**src/rtl/sdram_init_pkg.sv**
```systemverilog
package sdram_init_pkg;

  typedef enum logic [2:0] {
    ST_WAIT, ST_PRE, ST_REF, ST_MRS, ST_EMRS, ST_TAIL, ST_DONE
  } init_state_t;

  typedef enum logic [2:0] {
    OP_NOP, OP_PRE, OP_REF, OP_MRS, OP_EMRS
  } init_op_t;

  function automatic int ceil_div(input int num, input int den);
    return (num + den - 1) / den;
  endfunction

  function automatic int max_int(input int a, input int b);
    return (a > b) ? a : b;
  endfunction

endpackage

```
**src/rtl/sdram_init_timer.sv**
```systemverilog
module sdram_init_timer #(
  parameter int TW      = 8,
  parameter int RST_VAL = 1
) (
  input  logic          clk,
  input  logic          rst,
  input  logic          load,
  input  logic [TW-1:0] load_val,
  output logic          expired
);
  logic [TW-1:0] count_q;

  always_ff @(posedge clk) begin
    if (rst)                 count_q <= TW'(RST_VAL);
    else if (load)           count_q <= load_val;
    else if (count_q != '0)  count_q <= count_q - 1'b1;
  end

  assign expired = (count_q == '0);
endmodule

```
**src/rtl/sdram_init_fsm.sv**
```systemverilog
module sdram_init_fsm
  import sdram_init_pkg::*;
#(
  parameter int TW        = 8,
  parameter int TRP_C     = 2,
  parameter int TRC_C     = 7,
  parameter int MRD_C     = 2,
  parameter int REF_COUNT = 2
) (
  input  logic          clk,
  input  logic          rst,
  input  logic          expired,
  output logic          load,
  output logic [TW-1:0] load_val,
  output init_op_t      op,
  output logic          done_set
);
  localparam int RW = $clog2(REF_COUNT + 1);

  init_state_t   state_q, state_d;
  logic [RW-1:0] ref_left_q;

  always_comb begin
    state_d  = state_q;
    load     = 1'b0;
    load_val = '0;
    op       = OP_NOP;
    done_set = 1'b0;
    if (expired) begin
      case (state_q)
        ST_WAIT: state_d = ST_PRE;
        ST_PRE: begin
          op = OP_PRE; load = 1'b1; load_val = TW'(TRP_C - 1); state_d = ST_REF;
        end
        ST_REF: begin
          op = OP_REF; load = 1'b1; load_val = TW'(TRC_C - 1);
          if (ref_left_q == RW'(1)) state_d = ST_MRS;
        end
        ST_MRS: begin
          op = OP_MRS; load = 1'b1; load_val = TW'(MRD_C - 1); state_d = ST_EMRS;
        end
        ST_EMRS: begin
          op = OP_EMRS; load = 1'b1; load_val = TW'(MRD_C - 1); state_d = ST_TAIL;
        end
        ST_TAIL: begin
          done_set = 1'b1; state_d = ST_DONE;
        end
        default: state_d = state_q;
      endcase
    end
  end

  always_ff @(posedge clk) begin
    if (rst) begin
      state_q    <= ST_WAIT;
      ref_left_q <= RW'(REF_COUNT);
    end else begin
      state_q <= state_d;
      if (op == OP_REF) ref_left_q <= ref_left_q - 1'b1;
    end
  end
endmodule

```
**src/rtl/sdram_init_seq.sv**
```systemverilog
module sdram_init_seq
  import sdram_init_pkg::*;
#(
  parameter int               CLK_PERIOD_NS = 10,
  parameter int               T_STABLE_NS   = 200000,
  parameter int               T_RP_NS       = 20,
  parameter int               T_RC_NS       = 70,
  parameter int               MRD_CYCLES    = 2,
  parameter int               REF_COUNT     = 2,
  parameter int               ADDR_W        = 11,
  parameter int               BA_W          = 1,
  parameter int               DQM_W         = 2,
  parameter int               AP_BIT        = 10,
  parameter logic [ADDR_W-1:0] MODE_OP      = 11'h022,
  parameter logic [ADDR_W-1:0] EXT_OP       = 11'h000
) (
  input  logic              clk,
  input  logic              rst,
  output logic              sd_cke,
  output logic              sd_cs_n,
  output logic              sd_ras_n,
  output logic              sd_cas_n,
  output logic              sd_we_n,
  output logic [BA_W-1:0]   sd_ba,
  output logic [ADDR_W-1:0] sd_addr,
  output logic [DQM_W-1:0]  sd_dqm,
  output logic              init_done
);
  localparam int STABLE_C = max_int(ceil_div(T_STABLE_NS, CLK_PERIOD_NS), 1);
  localparam int TRP_C    = max_int(ceil_div(T_RP_NS, CLK_PERIOD_NS), 1);
  localparam int TRC_C    = max_int(ceil_div(T_RC_NS, CLK_PERIOD_NS), 1);
  localparam int MRD_C    = max_int(MRD_CYCLES, 2);
  localparam int MAX_C    = max_int(max_int(STABLE_C, TRP_C), max_int(TRC_C, MRD_C));
  localparam int TW       = $clog2(MAX_C + 1);

  logic          expired, load, done_set;
  logic [TW-1:0] load_val;
  init_op_t      op;

  sdram_init_timer #(.TW(TW), .RST_VAL(STABLE_C - 1)) timer_i (
    .clk(clk), .rst(rst), .load(load), .load_val(load_val), .expired(expired)
  );

  sdram_init_fsm #(
    .TW(TW), .TRP_C(TRP_C), .TRC_C(TRC_C), .MRD_C(MRD_C), .REF_COUNT(REF_COUNT)
  ) fsm_i (
    .clk(clk), .rst(rst), .expired(expired), .load(load),
    .load_val(load_val), .op(op), .done_set(done_set)
  );

  always_ff @(posedge clk) begin
    if (rst) begin
      sd_cke    <= 1'b1;
      {sd_cs_n, sd_ras_n, sd_cas_n, sd_we_n} <= 4'b0111;
      sd_ba     <= '0;
      sd_addr   <= '0;
      sd_dqm    <= '1;
      init_done <= 1'b0;
    end else begin
      sd_cke  <= 1'b1;
      sd_ba   <= '0;
      sd_addr <= '0;
      case (op)
        OP_PRE: begin
          {sd_cs_n, sd_ras_n, sd_cas_n, sd_we_n} <= 4'b0010;
          sd_addr[AP_BIT] <= 1'b1;
        end
        OP_REF:  {sd_cs_n, sd_ras_n, sd_cas_n, sd_we_n} <= 4'b0001;
        OP_MRS: begin
          {sd_cs_n, sd_ras_n, sd_cas_n, sd_we_n} <= 4'b0000;
          sd_addr <= MODE_OP;
        end
        OP_EMRS: begin
          {sd_cs_n, sd_ras_n, sd_cas_n, sd_we_n} <= 4'b0000;
          sd_addr <= EXT_OP;
          sd_ba   <= BA_W'(1);
        end
        default: {sd_cs_n, sd_ras_n, sd_cas_n, sd_we_n} <= 4'b0111;
      endcase
      init_done <= init_done | done_set;
      sd_dqm    <= (init_done | done_set) ? '0 : '1;
    end
  end
endmodule

```
**config.mk**
```make
export PLATFORM = sky130hd
export DESIGN_NAME = sdram_init_seq
export DESIGN_NICKNAME = d
export VERILOG_FILES = /design/src/rtl/sdram_init_pkg.sv /design/src/rtl/sdram_init_timer.sv /design/src/rtl/sdram_init_fsm.sv /design/src/rtl/sdram_init_seq.sv
export SDC_FILE = /design/constraint.sdc
export NUM_CORES = 1
export LEC_CHECK = 0
export ABC_AREA = 1
export BUFFER_PORTS_ARGS = -buffer_cell sky130_fd_sc_hd__buf_2
export CAP_MARGIN = 15
export CELL_PAD_IN_SITES_DETAIL_PLACEMENT = 0
export CELL_PAD_IN_SITES_GLOBAL_PLACEMENT = 1
export CORE_MARGIN = 10
export CORE_UTILIZATION = 40
export CTS_CLUSTER_DIAMETER = 60
export CTS_CLUSTER_SIZE = 20
export DETAILED_ROUTE_END_ITERATION = 6
export MAX_ROUTING_LAYER = met4
export PLACE_DENSITY = 0.89
export REMOVE_ABC_BUFFERS = 1
export SYNTH_ARGS = -nofsm -noshare
export SYNTH_HDL_FRONTEND = slang
export SYNTH_SLANG_ARGS = --single-unit
```
**constraint.sdc**
```tcl
create_clock -name clk -period 2.1 [get_ports clk]
set_clock_uncertainty 0.15 [all_clocks]
set_input_delay 0.525 -clock clk [delete_from_list [all_inputs] [get_ports clk]]
set_output_delay 0.525 -clock clk [all_outputs]
set_load 0.02 [all_outputs]
```
==> results.tsv <==
metric	value	unit
status	finished clean	
RSZ-0062 raised after global routing	false	
Worst Hold Path EP	timer_i.count_q[0]	
synth warn	0	
clock buffer depth	2	
Cell Area, Placed	1610	um2
Hold-fix buffers, CTS	0	
Worst EP arrival	1.76	ns
CP cell instances	inv_1 -> ha_1 -> inv_1 -> nor2_1 -> nand2_2 -> nor2_4 -> nand2_4 -> inv_1 -> nor2_1 -> nor2_1 -> nand2_1	
CTS root buf	clkbuf_8	
reg2reg end	timer_i.count_q[1]	
CP endpoint kind	flop	
CTS clk-pin slew, worst paths	0.09	ns
largest net degree at the start of global routing	20	
IO Pins	22	
setup bufs post-CTS	0	
routed wire length	3032	um
Hold Vio Cnt, Final	0	
number of diodes	0	
CTS resizes	0	
vias in the first global route	1245	
synthesized cell area	1564	um2
Tcrit/Tclk final	0.8274	
first-pass GRT wire length	5382	um
Detail Placement HPWL	2428	um
Crit. path cell count	11	
#FFs+latches synth	28	
Core ar.	3716	um2
max cap viols	0	
number of CTS-inserted buffers	3	
die area	6811	um2
gate count of the mapped netlist	232	
routed vias	1313	
Routed WL per cell	10.46	um
H-tree depth	1	
syn_area_per_cell	6.741	um2
vias per cell	4.528	
Crit Path Class	flop to flop	
share of layout cells above drive strength 1	0.1364	
Distinct cells, synth	24	
Final Wtd Congestion	0.8295	
TNS Setup	0	ns
# clock sinks	28	
final net count	248	
Critical path buffers and inverters	3	
initial antenna violation count	0	
Chip Height	82.53	um
TritonCTS clock tree	built	
register area share after synthesis	0.3584	
Worst Setup Start Kind	flop	
power per standard cell area	549.4	nW/um2
Crit path required time	2.12	ns
CP Max Fanout	19	
fin area	1665	um2
crit-path max cell delay	0.32	ns
Die W	82.53	um
FF-to-FF Start	timer_i.count_q[0]	
Initial Util	0.4209	
Max Fclk	575.5	MHz
Layout area overhead	6.480	%
fin. max-slew vios	0	
worst hold-check path type	flop to flop	
LEAKAGE	0.8629	nW
DRT iter0 DRCs	97	
DRC Markers	0	
total track usage	0.09946	
Crit path max-delay family	simple AND/OR/NAND/NOR gates	
final setup vio count	0	
Worst-Skew Late Latency	0.27	ns
R2R depth	11	
Tmin final	1.738	ns
hold depth	2	
gr ovfl total	0	
slowest CP cell	dfxtp_1	
maximum vdd ir drop	0.2219	mV
hold path startpoint	timer_i.count_q[0]	
PortBufs	11	
first-pass detailed-route iteration total	4	
Routed Antenna Nets	0	
Rows	22	
Reg2Reg Setup Slack	0.36	ns
==> routing by layer <==
metal  vias to the layer above  wire [um]  GRT usage
li1                        716          -          -
met1                       572       1525     0.1228
met2                        19       1315     0.1625
met3                         6        145   0.009719
met4                         0         46    0.04013
met5                         -          0          -
==> stage by stage <==
step / utilization / total power [mW] / worst slack, ns / cells / hold slack [ns]
floorplan: - / 0.5845 / 0.5331 / 226 / 0.2813
global placement: 0.4333 / 0.5945 / 0.4124 / 286 / 0.2942
detailed placement: 0.4333 / 0.5950 / 0.3635 / 286 / 0.3014
CTS: 0.4481 / 0.9282 / 0.3514 / 290 / 0.3247
global route: 0.4481 / 0.9535 / 0.1082 / 290 / 0.3319
finish: 0.4481 / 0.9149 / 0.3624 / 290 / 0.3313
==> where the power goes <==
group	internal, mW	switching (mW)	leakage, nW	total (mW)
combinational	0.00938	0.0352	0.607	0.0445
clock	0.168	0.164	0.0288	0.332
sequential	0.535	0.00348	0.227	0.539
==> worst register-to-register path: stages (launching register included) <==
cell     delay, ns
dfxtp_1       0.32
inv_1         0.12
ha_1          0.18
inv_1         0.04
nor2_1        0.10
nand2_2       0.08
nor2_4        0.13
nand2_4       0.16
inv_1         0.17
nor2_1        0.06
nor2_1        0.08
nand2_1       0.05
==> cell usage after synthesis, drive strengths merged <==
cell | n | area share
a21oi | 1 | 0.0032
and3 | 1 | 0.0040
buf | 14 | 0.068
conb | 2 | 0.0048
dfxtp | 28 | 0.36
ha | 3 | 0.024
inv | 38 | 0.091
nand2 | 59 | 0.15
nand3 | 24 | 0.077
nand3b | 2 | 0.0096
nand4 | 5 | 0.024
nor2 | 39 | 0.12
nor3 | 5 | 0.022
o21ai | 9 | 0.029
o31ai | 2 | 0.0096
==> cell type report <==
cell class	count	area (um2)
fillers	411	2051
multi-input cells	160	784.5
flip-flops and latches	28	560.5
inverters	38	142.6
repair buffers	12	62.56
well taps	48	60.06
clock buffers	4	55.05
==> cells in the final DEF, fill, tap and decap left out, types with 2 or more instances in the layout <==
| cell type | Yosys | routed |
|---|---|---|
| o21ai_0 | 9 | 9 |
| nand2_2 | 3 | 3 |
| nand3_1 | 24 | 24 |
| nand2_1 | 55 | 55 |
| nand4_1 | 4 | 4 |
| nand3b_1 | 2 | 2 |
| dfxtp_1 | 28 | 28 |
| conb_1 | 2 | 10 |
| nor2_2 | 4 | 4 |
| nor2_1 | 30 | 30 |
| nor2_4 | 5 | 5 |
| o31ai_1 | 2 | 2 |
| nor3_1 | 3 | 3 |
| clkbuf_8 | 0 | 4 |
| inv_1 | 37 | 37 |
| buf_2 | 1 | 11 |
| nor3_2 | 2 | 2 |
| ha_1 | 3 | 3 |
==> cell families after synthesis <==
logic type,count (synthesis),synth area share
fa+ha+maj,3,0.02400
other cells,2,0.004802
compound gates,12,0.04159
buf+inv,52,0.1592
flops,28,0.3584
simple gates,135,0.4120
==> state kept, by name, indices dropped and copies added (netlist names) <==
name / cells
sd_ba: 1
fsm_i.state_q: 3
sd_addr: 2
sd_we_n: 1
sd_cas_n: 1
init_done: 1
sd_dqm: 1
timer_i.count_q: 15
sd_ras_n: 1
fsm_i.ref_left_q: 2
==> how the worst max path moves through the flow <==
stage               slack (ns)                  to          startpoint
floorplan                 0.53  timer_i.count_q[1]  timer_i.count_q[0]
global route              0.11  timer_i.count_q[1]  timer_i.count_q[0]
detailed placement        0.36  timer_i.count_q[1]  timer_i.count_q[0]
CTS                       0.35  timer_i.count_q[1]  timer_i.count_q[0]
global placement          0.41  timer_i.count_q[1]  timer_i.count_q[0]
finish                    0.36  timer_i.count_q[1]  timer_i.count_q[0]
Note: power is estimated with default switching activity, not from simulation.
